`src/rtl/hs_pkg.sv`:
```
package hs_pkg;
    typedef enum logic [1:0] {
        TX_IDLE    = 2'd0,
        TX_SETUP   = 2'd1,
        TX_STROBE  = 2'd2,
        TX_RELEASE = 2'd3
    } tx_state_e;

    typedef enum logic {
        RX_IDLE = 1'b0,
        RX_HELD = 1'b1
    } rx_state_e;
endpackage

```
`src/rtl/hs_sync.sv`:
```
module hs_sync #(
    parameter int   STAGES  = 2,
    parameter logic RST_VAL = 1'b1
) (
    input  logic clk,
    input  logic rst_n,
    input  logic d,
    output logic q
);
    logic [STAGES-1:0] sr_d, sr_q;

    always_comb begin
        sr_d = {sr_q[STAGES-2:0], d};
    end

    always_ff @(posedge clk or negedge rst_n) begin
        if (!rst_n) sr_q <= {STAGES{RST_VAL}};
        else        sr_q <= sr_d;
    end

    assign q = sr_q[STAGES-1];
endmodule

```
`src/rtl/hs_tx.sv`:
```
module hs_tx
    import hs_pkg::*;
#(
    parameter int DATA_W    = 8,
    parameter int SETUP_CYC = 1
) (
    input  logic              clk,
    input  logic              rst_n,
    input  logic              enable,
    input  logic              wr_valid,
    input  logic [DATA_W-1:0] wr_data,
    input  logic              ready_s,
    output logic              busy,
    output logic              avail_n,
    output logic [DATA_W-1:0] dout
);
    localparam int CNT_W = (SETUP_CYC < 2) ? 1 : $clog2(SETUP_CYC);

    typedef struct packed {
        tx_state_e         st;
        logic [CNT_W-1:0]  cnt;
        logic [DATA_W-1:0] data;
    } tx_regs_t;

    tx_regs_t r_d, r_q;

    always_comb begin
        r_d = r_q;
        case (r_q.st)
            TX_IDLE: begin
                if (enable && wr_valid) begin
                    r_d.st   = TX_SETUP;
                    r_d.data = wr_data;
                    r_d.cnt  = CNT_W'(SETUP_CYC - 1);
                end
            end
            TX_SETUP: begin
                if (r_q.cnt != '0) r_d.cnt = r_q.cnt - 1'b1;
                else if (ready_s)  r_d.st  = TX_STROBE;
            end
            TX_STROBE: begin
                if (!ready_s) r_d.st = TX_RELEASE;
            end
            TX_RELEASE: begin
                if (ready_s) r_d.st = TX_IDLE;
            end
            default: r_d.st = TX_IDLE;
        endcase
    end

    always_ff @(posedge clk or negedge rst_n) begin
        if (!rst_n) begin
            r_q.st   <= TX_IDLE;
            r_q.cnt  <= '0;
            r_q.data <= '0;
        end else begin
            r_q <= r_d;
        end
    end

    assign busy    = (r_q.st != TX_IDLE);
    assign avail_n = (r_q.st != TX_STROBE);
    assign dout    = r_q.data;
endmodule

```
`src/rtl/hs_rx.sv`:
```
module hs_rx
    import hs_pkg::*;
#(
    parameter int DATA_W = 8
) (
    input  logic              clk,
    input  logic              rst_n,
    input  logic              enable,
    input  logic              avail_s,
    input  logic [DATA_W-1:0] din,
    input  logic              rd_strobe,
    output logic              ready,
    output logic              full,
    output logic [DATA_W-1:0] data
);
    typedef struct packed {
        rx_state_e         st;
        logic              prev;
        logic              full;
        logic [DATA_W-1:0] buffer;
    } rx_regs_t;

    rx_regs_t r_d, r_q;

    always_comb begin
        r_d      = r_q;
        r_d.prev = avail_s;
        if (rd_strobe) r_d.full = 1'b0;
        case (r_q.st)
            RX_IDLE: begin
                if (enable && r_q.prev && !avail_s) begin
                    r_d.st     = RX_HELD;
                    r_d.full   = 1'b1;
                    r_d.buffer = din;
                end
            end
            RX_HELD: begin
                if (avail_s && !r_d.full) r_d.st = RX_IDLE;
            end
            default: r_d.st = RX_IDLE;
        endcase
    end

    always_ff @(posedge clk or negedge rst_n) begin
        if (!rst_n) begin
            r_q.st     <= RX_IDLE;
            r_q.prev   <= 1'b1;
            r_q.full   <= 1'b0;
            r_q.buffer <= '0;
        end else begin
            r_q <= r_d;
        end
    end

    assign ready = (r_q.st == RX_IDLE);
    assign full  = r_q.full;
    assign data  = r_q.buffer;
endmodule

```
`src/rtl/port_hs_ctrl.sv`:
```
module port_hs_ctrl #(
    parameter int DATA_W      = 8,
    parameter int SYNC_STAGES = 2,
    parameter int SETUP_CYC   = 1
) (
    input  logic              clk,
    input  logic              rst_n,
    input  logic              dir_out,
    input  logic              wr_valid,
    input  logic [DATA_W-1:0] wr_data,
    output logic              busy,
    input  logic              rd_strobe,
    output logic [DATA_W-1:0] rd_data,
    output logic              rx_full,
    input  logic [DATA_W-1:0] pad_din,
    output logic [DATA_W-1:0] pad_dout,
    output logic              pad_oe,
    input  logic              avail_n_i,
    output logic              ready_o,
    output logic              avail_n_o,
    input  logic              ready_i
);
    logic ready_s;
    logic avail_s;

    hs_sync #(.STAGES(SYNC_STAGES), .RST_VAL(1'b1)) u_sync_ready (
        .clk(clk), .rst_n(rst_n), .d(ready_i), .q(ready_s)
    );

    hs_sync #(.STAGES(SYNC_STAGES), .RST_VAL(1'b1)) u_sync_avail (
        .clk(clk), .rst_n(rst_n), .d(avail_n_i), .q(avail_s)
    );

    hs_tx #(.DATA_W(DATA_W), .SETUP_CYC(SETUP_CYC)) u_tx (
        .clk(clk), .rst_n(rst_n), .enable(dir_out),
        .wr_valid(wr_valid), .wr_data(wr_data), .ready_s(ready_s),
        .busy(busy), .avail_n(avail_n_o), .dout(pad_dout)
    );

    hs_rx #(.DATA_W(DATA_W)) u_rx (
        .clk(clk), .rst_n(rst_n), .enable(!dir_out),
        .avail_s(avail_s), .din(pad_din), .rd_strobe(rd_strobe),
        .ready(ready_o), .full(rx_full), .data(rd_data)
    );

    assign pad_oe = dir_out;
endmodule

```
`config.mk`:
```
export PLATFORM = sky130hd
export DESIGN_NAME = port_hs_ctrl
export DESIGN_NICKNAME = d
export VERILOG_FILES = /design/src/rtl/hs_pkg.sv /design/src/rtl/hs_sync.sv /design/src/rtl/hs_tx.sv /design/src/rtl/hs_rx.sv /design/src/rtl/port_hs_ctrl.sv
export SDC_FILE = /design/constraint.sdc
export NUM_CORES = 1
export LEC_CHECK = 0
export BUFFER_PORTS_ARGS = -buffer_cell sky130_fd_sc_hd__buf_2
export CAP_MARGIN = 20
export CORE_ASPECT_RATIO = 0.9
export CORE_MARGIN = 2
export CORE_UTILIZATION = 40
export CTS_BUF_LIST = sky130_fd_sc_hd__clkbuf_8
export DETAILED_ROUTE_END_ITERATION = 10
export PLACE_DENSITY = 0.73
export REMOVE_ABC_BUFFERS = 1
export SKIP_CTS_REPAIR_TIMING = 1
export SYNTH_ARGS = -nofsm -noshare
export SYNTH_HDL_FRONTEND = slang
export SYNTH_SLANG_ARGS = --single-unit
```
`constraint.sdc`:
```
create_clock -name clk -period 2.13 [get_ports clk]
set_input_delay 0 -clock clk [delete_from_list [all_inputs] [get_ports clk]]
set_output_delay 0 -clock clk [all_outputs]
set_load 0.05 [all_outputs]
```
==> results.yml <==
detailed_routing:
  firstDrtPassIters: 4
  remaining_drc_errors: 0
  vias_per_cell: 4.47
  via_count: 769
  finalWirelength_microns: 2180
  drtIter0Drc: 11
  ant_nets: 0
  wire_per_inst_microns: 12.7
clock_tree:
  cts_buffers: 3
  clock_latency_ns: 0.27
  cts.path.max_buffers: 2
  cts_tree: "built"
  clock-sinks: 25
  root_buffer: "clkbuf_8"
  h-tree-depth: 1
  clkSlewWorstSetupHoldPaths_ns: 0.08
synth:
  synthSimpleGateAreaFrac_pct: 5.32
  synth_compound_area_share_pct: 3.21
  synth_warnings: 0
  syn_area_sq_um: 1130
  muxShareOfSynthArea_pct: 17.8
  yosysUniqueCellTypes: 19
  yosysSeqAreaShare_pct: 55.9
  syn_inst: 83
  synthXorXnorAreaFrac_pct: 0
  synth_top_family_by_area: "multiplexers"
  avgSynthCellArea_sq_um: 13.6
  synth_adder_area_share_pct: 4.43
  ys_seq_elements: 25
place:
  place_congestion: 0.691
  post-place-ws_ns: 0.523
  hpwl_microns: 1460
  port_buffers: 43
  dpl.cell_count: 149
global_routing:
  grt_pass1_wl_microns: 3050
  grt_max_degree: 26
  grt.overflow.total: 0
  grt_pass1_vias: 677
  antenna_found_initial: 0
  grt_usage_pct: 13.0
critical_path:
  start_kind: "flop"
  cp-end-kind: "flop"
  rr_worst_depth: 4
  cp_cell_sequence: "inv_1 -> ha_1 -> nand3_1 -> mux2_2"
  critical_path_class: "reg2reg"
  arrival_ns: 1.74
  r2r_slack_ns: 0.55
  cp.required_ns: 2.29
  startpoint: "u_tx.r_q[9]"
  max_stage_delay_ns: 0.41
  r2r-start: "u_tx.r_q[9]"
  crit_path_max_fanout: 8
  slowest_stage: "dfrtp_1"
power:
  leakagePower_nw: 0.729
  p_int_mw: 1.07
  swShare_pct: 46.5
  power_density_nw_per_um2: 1330
  ir_drop_uv: 657
  pwr-share-comb_pct: 51.4
  power_frac_seq_pct: 34.9
  p_sw_mw: 0.927
  clkPwrFrac_pct: 13.7
finish:
  final_cell_mix: "buf_2, dfrtp_1, dlygate4sd3_1, mux2_2, inv_1"
  drive_gt1_share_pct: 53.0
  seqCellArea_sq_um: 632
  multi_input_area_sq_um: 348
  fin_cells: 172
  n_antenna_cell: 0
  layout.nets: 160
  final_common_cell: "buf_2"
  areaGrowthSynthToFinish_pct: 33.0
  nFillCells: 234
floorplanning:
  initial_utilization_pct: 41.5
  row_count: 18
  core-area_sq_um: 2730
  die_x_microns: 60.0
  pin_count: 44
  dieArea_sq_um: 3270
  dieHeight_microns: 54.4
status:
  status: "complete, no violations"
run:
  maxCapViolCount: 0
timing:
  slew_viol_final: 0
  period_share_pct: 74.3
  fin_crit_ns: 1.58
  max_freq_mhz: 632
  clock_skew_ns: 0.00156
  max_slew_margin_pct: 58.0
  rsz0062_at_grt: "false"
  finalSetupViolCount: 0
  worst_slew_pin_slew_ns: 0.627
  fin_ws_ns: 0.548
  tns_ns: 0
  final-hold-violation-count: 0
worst_hold_path:
  holdPathStages: 3
  hp-class: "in2reg"
  hold_start: "rd_strobe"
-- worst paths after layout --
| check | endpoint |
|---|---|
| setup reg to reg | u_tx.dout[0] |
| setup / recovery | u_tx.dout[0] |
| min in group asynchronous | u_rx.data[6] |
| hold reg to reg | u_sync_avail.sr_q[1] |
| hold / removal | u_rx.full |
| max in group asynchronous | u_sync_ready.sr_q[0] |
-- metrics by stage --
| step | hold WS (ns) | area, sq um | power, mW | utilization, % |
|---|---|---|---|---|
| after floorplan | -0.296 | 1000 | 1.46 | - |
| after global placement | 0.0000958 | 1270 | 1.67 | 46.5 |
| after detailed placement | 0.0105 | 1270 | 1.71 | 46.5 |
| after CTS | -0.282 | 1310 | 1.98 | 48.2 |
| after global routing | 0.0383 | 1500 | 2.10 | 55.1 |
| final | 0.0104 | 1500 | 1.99 | 55.1 |
-- sequential cells by signal, summed over array words and instances (netlist names) --
signal	flops
u_sync_ready.sr_q	2
u_rx.r_q	2
u_rx.full	1
u_tx.dout	8
u_sync_avail.sr_q	2
u_rx.data	8
u_tx.r_q	2
-- metal layers --
metal,routed length [microns],global-route usage [%],up-vias
met3,60,2.13,6
met1,883,15.0,386
li1,-,-,358
met2,1170,22.1,19
met5,0,0,-
met4,67,8.89,0
-- cell usage after synthesis (all sizes together) --
master / count / area share (%)
inv: 6 / 2.0
nor4b: 1 / 2.1
a22oi: 1 / 0.66
dfstp: 5 / 12
o21ai: 2 / 0.89
nor3: 1 / 0.44
nor2: 1 / 0.33
mux2i: 1 / 0.89
buf: 17 / 11
mux2: 17 / 17
nor2b: 1 / 0.55
nand2: 1 / 0.33
ha: 4 / 4.4
nand2b: 1 / 0.55
nor4: 1 / 0.55
a21bo: 1 / 0.89
dfrtp: 20 / 44
nand3: 1 / 0.44
a221oi: 1 / 0.78
-- power by group through the flow --
| stage | Sequential, mW | Combinational, mW | Clock [mW] |
|---|---|---|---|
| final | 0.694 | 1.02 | 0.273 |
| after global routing | 0.715 | 1.09 | 0.296 |
| after CTS | 0.697 | 1.01 | 0.278 |
| after detailed placement | 0.705 | 1.00 | 0 |
| after global placement | 0.695 | 0.979 | 0 |
| after floorplan | 1.10 | 0.366 | 0 |
-- cells by family (layout without fill, tap and decap cells) --
| family | after synthesis | after routing |
|---|---|---|
| buffers and inverters | 23 | 72 |
| multiplexers | 18 | 18 |
| AND/OR/NAND/NOR | 8 | 8 |
| flip-flops | 25 | 25 |
| AO/OA/AOI/OAI | 5 | 5 |
| adder cells (fa/ha/maj) | 4 | 4 |
-- worst max-delay path, delay by kind of cell (launching register included) --
kind                       cells  cell delay (ns)
DFF                            1             0.41
muxes                          1             0.38
and+or+nand+nor                1             0.33
adders and majority gates      1             0.23
buffers and inverters          1             0.11
-- area by class of cell --
type	count	area share [%]
sequential	25	42.0
inverter	6	1.50
tap	40	3.33
timing repair buffer	62	27.0
multi-input combinational	35	23.1
clock inverter	1	0.250
clock buffer	3	2.75
Power figures use the tool's default switching activity.
